## config.mk

```make
export PLATFORM = sky130hd
export DESIGN_NAME = la_rate_sync
export DESIGN_NICKNAME = d
export VERILOG_FILES = /design/src/rtl/la_rs_pkg.sv /design/src/rtl/la_rs_divider.sv /design/src/rtl/la_rs_tapsel.sv /design/src/rtl/la_rs_delay.sv /design/src/rtl/la_rate_sync.sv
export SDC_FILE = /design/constraint.sdc
export NUM_CORES = 1
export LEC_CHECK = 0
export ABC_AREA = 1
export BUFFER_PORTS_ARGS = -buffer_cell sky130_fd_sc_hd__buf_2
export CAP_MARGIN = 25
export CORE_UTILIZATION = 23
export DETAILED_ROUTE_END_ITERATION = 8
export GPL_TIMING_DRIVEN = 0
export PLACE_DENSITY = 0.37
export SKIP_LAST_GASP = 1
export SLEW_MARGIN = 20
export SYNTH_ARGS = -nofsm -noshare
export SYNTH_HDL_FRONTEND = slang
export SYNTH_SLANG_ARGS = --single-unit
```

## constraint.sdc

```tcl
create_clock -name clk -period 2.5 [get_ports clk]
set_input_delay 0.375 -clock clk [delete_from_list [all_inputs] [get_ports clk]]
set_output_delay 0.375 -clock clk [all_outputs]
set_load 0.05 [all_outputs]
```

## src/rtl/la_rs_pkg.sv

```systemverilog
package la_rs_pkg;

    typedef enum logic {
        SRC_LOCAL = 1'b0,
        SRC_ADC   = 1'b1
    } rate_src_e;

    typedef enum logic {
        TAP_MANUAL = 1'b0,
        TAP_AUTO   = 1'b1
    } tap_mode_e;

endpackage

```

## src/rtl/la_rs_divider.sv

```systemverilog
module la_rs_divider #(
    parameter int DIV_W = 8
) (
    input  logic             clk,
    input  logic             rst_n,
    input  logic [DIV_W-1:0] div_i,
    output logic             stb_o,
    output logic [DIV_W-1:0] cnt_o
);
    typedef struct packed {
        logic [DIV_W-1:0] cnt;
    } div_state_t;

    div_state_t state_d, state_q;
    logic       wrap;

    always_comb begin
        // Fire on >= so a divisor lowered below the count wraps at once.
        wrap    = (state_q.cnt >= div_i);
        state_d = state_q;
        if (wrap) begin
            state_d.cnt = '0;
        end else begin
            state_d.cnt = state_q.cnt + 1'b1;
        end
    end

    always_ff @(posedge clk or negedge rst_n) begin
        if (!rst_n) begin
            state_q <= '0;
        end else begin
            state_q <= state_d;
        end
    end

    assign stb_o = wrap;
    assign cnt_o = state_q.cnt;

endmodule

```

## src/rtl/la_rs_tapsel.sv

```systemverilog
module la_rs_tapsel
    import la_rs_pkg::*;
#(
    parameter int TAP_W   = 3,
    parameter int DEC_W   = 2,
    parameter int MAX_TAP = 7
) (
    input  logic             mode_i,
    input  logic [TAP_W-1:0] man_i,
    input  logic [DEC_W-1:0] dec_i,
    output logic [TAP_W-1:0] tap_o
);
    logic [TAP_W-1:0] auto_tap;

    // Decimation code maps straight to a tap count, clamped to the chain.
    always_comb begin
        if (int'(dec_i) > MAX_TAP) begin
            auto_tap = TAP_W'(MAX_TAP);
        end else begin
            auto_tap = TAP_W'(dec_i);
        end
    end

    always_comb begin
        if (tap_mode_e'(mode_i) == TAP_AUTO) begin
            tap_o = auto_tap;
        end else begin
            tap_o = man_i;
        end
    end

endmodule

```

## src/rtl/la_rs_delay.sv

```systemverilog
module la_rs_delay #(
    parameter int DATA_W = 16,
    parameter int STAGES = 8,
    parameter int TAP_W  = (STAGES > 1) ? $clog2(STAGES) : 1
) (
    input  logic              clk,
    input  logic              rst_n,
    input  logic              vld_i,
    input  logic [DATA_W-1:0] dat_i,
    input  logic [TAP_W-1:0]  tap_i,
    output logic              vld_o,
    output logic [DATA_W-1:0] dat_o
);
    typedef struct packed {
        logic              vld;
        logic [DATA_W-1:0] dat;
    } smp_t;

    typedef struct packed {
        smp_t [STAGES-1:0] stg;
    } chain_t;

    chain_t chain_d, chain_q;
    smp_t   pick;

    always_comb begin
        chain_d = chain_q;
        chain_d.stg[0].vld = vld_i;
        chain_d.stg[0].dat = dat_i;
        for (int k = 1; k < STAGES; k++) begin
            chain_d.stg[k] = chain_q.stg[k-1];
        end
    end

    always_ff @(posedge clk or negedge rst_n) begin
        if (!rst_n) begin
            chain_q <= '0;
        end else begin
            chain_q <= chain_d;
        end
    end

    // Strobe and data are read from the same stage, so they stay aligned.
    generate
        if ((1 << TAP_W) > STAGES) begin : g_clamp
            always_comb begin
                if (int'(tap_i) >= STAGES) begin
                    pick = chain_q.stg[STAGES-1];
                end else begin
                    pick = chain_q.stg[tap_i];
                end
            end
        end else begin : g_direct
            always_comb begin
                pick = chain_q.stg[tap_i];
            end
        end
    endgenerate

    assign vld_o = pick.vld;
    assign dat_o = pick.dat;

endmodule

```

## src/rtl/la_rate_sync.sv

```systemverilog
module la_rate_sync
    import la_rs_pkg::*;
#(
    parameter int DATA_W = 16,
    parameter int DIV_W  = 8,
    parameter int STAGES = 8,
    parameter int DEC_W  = 2,
    localparam int TAP_W = (STAGES > 1) ? $clog2(STAGES) : 1
) (
    input  logic              clk,
    input  logic              rst_n,
    input  logic              rate_src_i,
    input  logic [DIV_W-1:0]  rate_div_i,
    input  logic              adc_valid_i,
    input  logic              tap_auto_i,
    input  logic [TAP_W-1:0]  tap_man_i,
    input  logic [DEC_W-1:0]  dec_sel_i,
    input  logic [DATA_W-1:0] la_data_i,
    output logic              la_valid_o,
    output logic [DATA_W-1:0] la_data_o
);
    logic             loc_stb;
    logic [DIV_W-1:0] div_cnt;
    logic [TAP_W-1:0] tap_eff;
    logic             src_vld;

    la_rs_divider #(.DIV_W(DIV_W)) u_div (
        .clk   (clk),
        .rst_n (rst_n),
        .div_i (rate_div_i),
        .stb_o (loc_stb),
        .cnt_o (div_cnt)
    );

    la_rs_tapsel #(
        .TAP_W   (TAP_W),
        .DEC_W   (DEC_W),
        .MAX_TAP (STAGES - 1)
    ) u_tap (
        .mode_i (tap_auto_i),
        .man_i  (tap_man_i),
        .dec_i  (dec_sel_i),
        .tap_o  (tap_eff)
    );

    always_comb begin
        if (rate_src_e'(rate_src_i) == SRC_ADC) begin
            src_vld = adc_valid_i;
        end else begin
            src_vld = loc_stb;
        end
    end

    la_rs_delay #(
        .DATA_W (DATA_W),
        .STAGES (STAGES),
        .TAP_W  (TAP_W)
    ) u_dly (
        .clk   (clk),
        .rst_n (rst_n),
        .vld_i (src_vld),
        .dat_i (la_data_i),
        .tap_i (tap_eff),
        .vld_o (la_valid_o),
        .dat_o (la_data_o)
    );

endmodule

```

==> summary.txt <==
Critical path
  – Critical path data arrival time: approximately 1.9 ns
  – Reg2reg setup slack: between 0.8 and 0.9 ns
  – Worst r2r dst: u_dly.chain_d[33]$_DFF_PN0_
  – R2R cell count: 7
  – Largest fanout on the critical path: 10
  – Kind of critical path: in2out
  – Worst EP required: roughly 2.1 ns
  – Crit path launch type: input pin
  – RR Startpoint: u_div.cnt_o[5]$_DFF_PN0_
  – Worst Setup SP: tap_auto_i
  – Endpoint class of the critical path: output port

Timing
  – Fmax achieved: around 430 MHz
  – Final Setup Violations: 0
  – Final WS setup: 0.1861 ns
  – Period utilization: 0.9256
  – Final Hold Viols: 0
  – Least-Margin Pin Slew: between 0.6 and 0.7 ns
  – Final slew viol count: 0
  – RSZ-0062 raised after global routing: false
  – Rel. slew slack: 0.5784
  – Final Critical Period: approximately 2.3 ns
  – Worst Clk Skew: between 0.004 and 0.005 ns

Pwr
  – Combinational share of power: 0.152
  – Max VDD drop: around 410 uV
  – Sw Share: 0.2831
  – Internal: 4235 uW
  – Pleak: a little under 0.004 uW
  – Switching pwr: 1672 uW
  – Reg power frac: 0.445
  – Clock power frac: 0.403
  – Power Dens Cells: approximately 840 nW/um^2

Flow run
  – Max cap viols: 0

Finish
  – Area of the multi-input gates: around 1600 sq um
  – Share of cells above drive strength 1: 0.1417
  – N_diodes: 0
  – Register Area: 3603 sq um
  – Nets: ~760
  – Fin cells: roughly 1,100
  – Syn-to-layout area delta: 22.15%
  – Layout filler cell count: 2,597

Worst hold path
  – Hold EP: u_dly.chain_d[28]$_DFF_PN0_
  – Hold Crit Start: la_data_i[11]
  – Worst Hold Depth: 1
  – Class of the worst hold path: in2reg

Clocking
  – # clock sinks: ~140
  – Reg clk slew, reported paths: around 0.06 ns
  – Worst-Skew Late Latency: 0.41 ns
  – CTS tree: done
  – Clock root buffer: clkbuf_16
  – # H-tree levels: 4
  – CTS Buffer Depth: 2
  – Num CTS Buffers: 17

Global routing
  – Largest net degree at the start of global routing: 83
  – First-pass GRT wire length: about 21,000 microns
  – Number of global-route vias before repair: ~4,000
  – Initial antenna violation count: 0
  – Remaining Overflow, GRT: 0
  – Total GRT Usage: 0.1079

Detailed routing
  – Via count: around 3,900
  – Iter 0 DRT Violations: 200
  – Total Wirelength: between 10,000 and 15,000 microns
  – Via density: about 3.7
  – Wire per inst: between 10 and 15 microns
  – Antenna-violating nets left: 0
  – DRT Pass-1 Iters: 4
  – DRC errors left: 0

Placement
  – GPL Wtd Cong: 0.7127
  – Post-placement cell count: a little over 1,000
  – Placement Setup Slack: -0.009144 ns
  – Hpwl dp: between 8000 and 9000 microns
  – Port Buf Inserts: 50

Outcome
  – Status: finished, final reports clean

Floorplan
  – Num rows: 57
  – Die W: roughly 160 microns
  – Die area: 25,620 sq um
  – Initial Util: 0.2356
  – Core area: 24,390 sq um
  – Die H: 160.1 microns
  – I/O Pins: 51

Logic synthesis
  – Yosys warns: 0
  – #FFs+latches synth: 144
  – Synth cell types: 20
  – Sequential area share after synthesis: 0.6272
  – Avg Cell Area, Syn: about 8.8 sq um
  – Mapped Cells: 650
  – Synthesized area: approximately 5700 sq um
  – Syn_nets: between 600 and 700
## cell type report
type / count / area share
clock buffers: 22 / 0.06757
clock inverters: 10 / 0.01230
plain buffers: 22 / 0.01836
multi-input cells: 362 / 0.2229
repair buffers: 52 / 0.04243
well taps: 324 / 0.05776
inverters: 122 / 0.06525
flip-flops and latches: 144 / 0.5135
## power groups by stage
stage          Sequential (uW)  Combinational (uW)  Clock [uW]
4_1_cts                   2630                 920        2470
2_1_floorplan             2630                 635           0
3_5_place_dp              2670                 912           0
3_3_place_gp              2670                 894           0
6_report                  2630                 896        2380
5_1_grt                   2660                1030        2570
## per-layer routing
layer | routed length [microns] | vias up | track usage | share of wire
met4 | 252 | 0 | 0.04545 | 0.020
met3 | 401 | 17 | 0.02675 | 0.032
li1 | - | 2055 | - | -
met1 | 6256 | 1770 | 0.1455 | 0.50
met5 | 0 | - | 0 | 0
met2 | 5653 | 58 | 0.1640 | 0.45
## metrics by stage
step,power [uW],area (sq um),utilization,setup TNS [ns],hold slack (ns)
2_1_floorplan,3270,5746,-,0,0.07941
3_3_place_gp,3560,6401,0.2624,-156.88,0.3555
3_5_place_dp,3586,6439,0.2640,-0.02043,0.3581
4_1_cts,6022,7017,0.2877,0,0.04056
5_1_grt,6253,7018,0.2877,0,0.04046
6_report,5907,7018,0.2877,0,0.06197
## flip-flops by register name, indices dropped and copies added, names as in the netlist
register / flops
u_div.cnt_o: 8
u_dly.chain_d: 119
u_dly.chain_q: 17
## cells in the final DEF, fill, tap and decap left out, types with 2 or more instances in the layout
cell,n
clkbuf_16,17
clkinv_2,5
nor2_1,12
buf_2,61
clkinvlp_4,3
nand3_1,55
dfrtp_1,144
ha_1,9
buf_6,4
clkbuf_8,3
inv_1,118
clkbuf_1,6
nand2_2,2
xor2_1,4
a21oi_1,2
xnor2_1,2
nand2_1,272
inv_2,3
## synthesized netlist by cell type (all sizes together)
cell / count / area share
a21o: 1 / 0.0013
a21oi: 2 / 0.0017
buf: 17 / 0.019
clkbuf: 5 / 0.0033
clkinv: 1 / 0.00065
dfrtp: 144 / 0.63
ha: 9 / 0.020
inv: 121 / 0.079
nand2: 274 / 0.18
nand3: 55 / 0.048
nand4: 1 / 0.0011
nor2: 12 / 0.0078
nor3: 1 / 0.00087
o21ai: 1 / 0.0015
xnor2: 2 / 0.0030
xor2: 4 / 0.0061
## logic make-up (layout without fill, tap and decap cells)
kind of cell / after synthesis / count (layout) / synth area share
compound gates: 4 / 4 / 0.004574
flops: 144 / 144 / 0.6272
xor+xnor: 6 / 6 / 0.009146
simple gates: 343 / 343 / 0.2376
fa+ha+maj: 9 / 9 / 0.01960
buf+inv: 144 / 228 / 0.1019
## timing repair
item	CTS	global route
buffers inserted	0	0
hold buffers	1	0
pin swaps	0	0
endpoints found under the hold margin	81	0
endpoints found under the setup margin	4	8
gates resized for setup	1	2
## how the worst max path moves through the flow
stage	to	slack [ns]	depth (start not counted)
after floorplan	la_data_o[10]	0.63	7
after global placement	u_div.cnt_o[1]$_DFF_PN0_	-1.11	1
after detailed placement	la_data_o[9]	-0.009	9
after CTS	la_data_o[9]	0.03	10
after global routing	la_data_o[14]	0.03	8
final	la_data_o[9]	0.19	8
## worst max-delay path, stage by stage
cell and delay, ns:
buf_2 0.14, o21ai_4 0.32, clkbuf_1 0.42, nand3_1 0.13, nand2_1 0.10, nand2_1 0.07, nand2_1 0.11, buf_2 0.27
(Power assumes the default switching activity.)
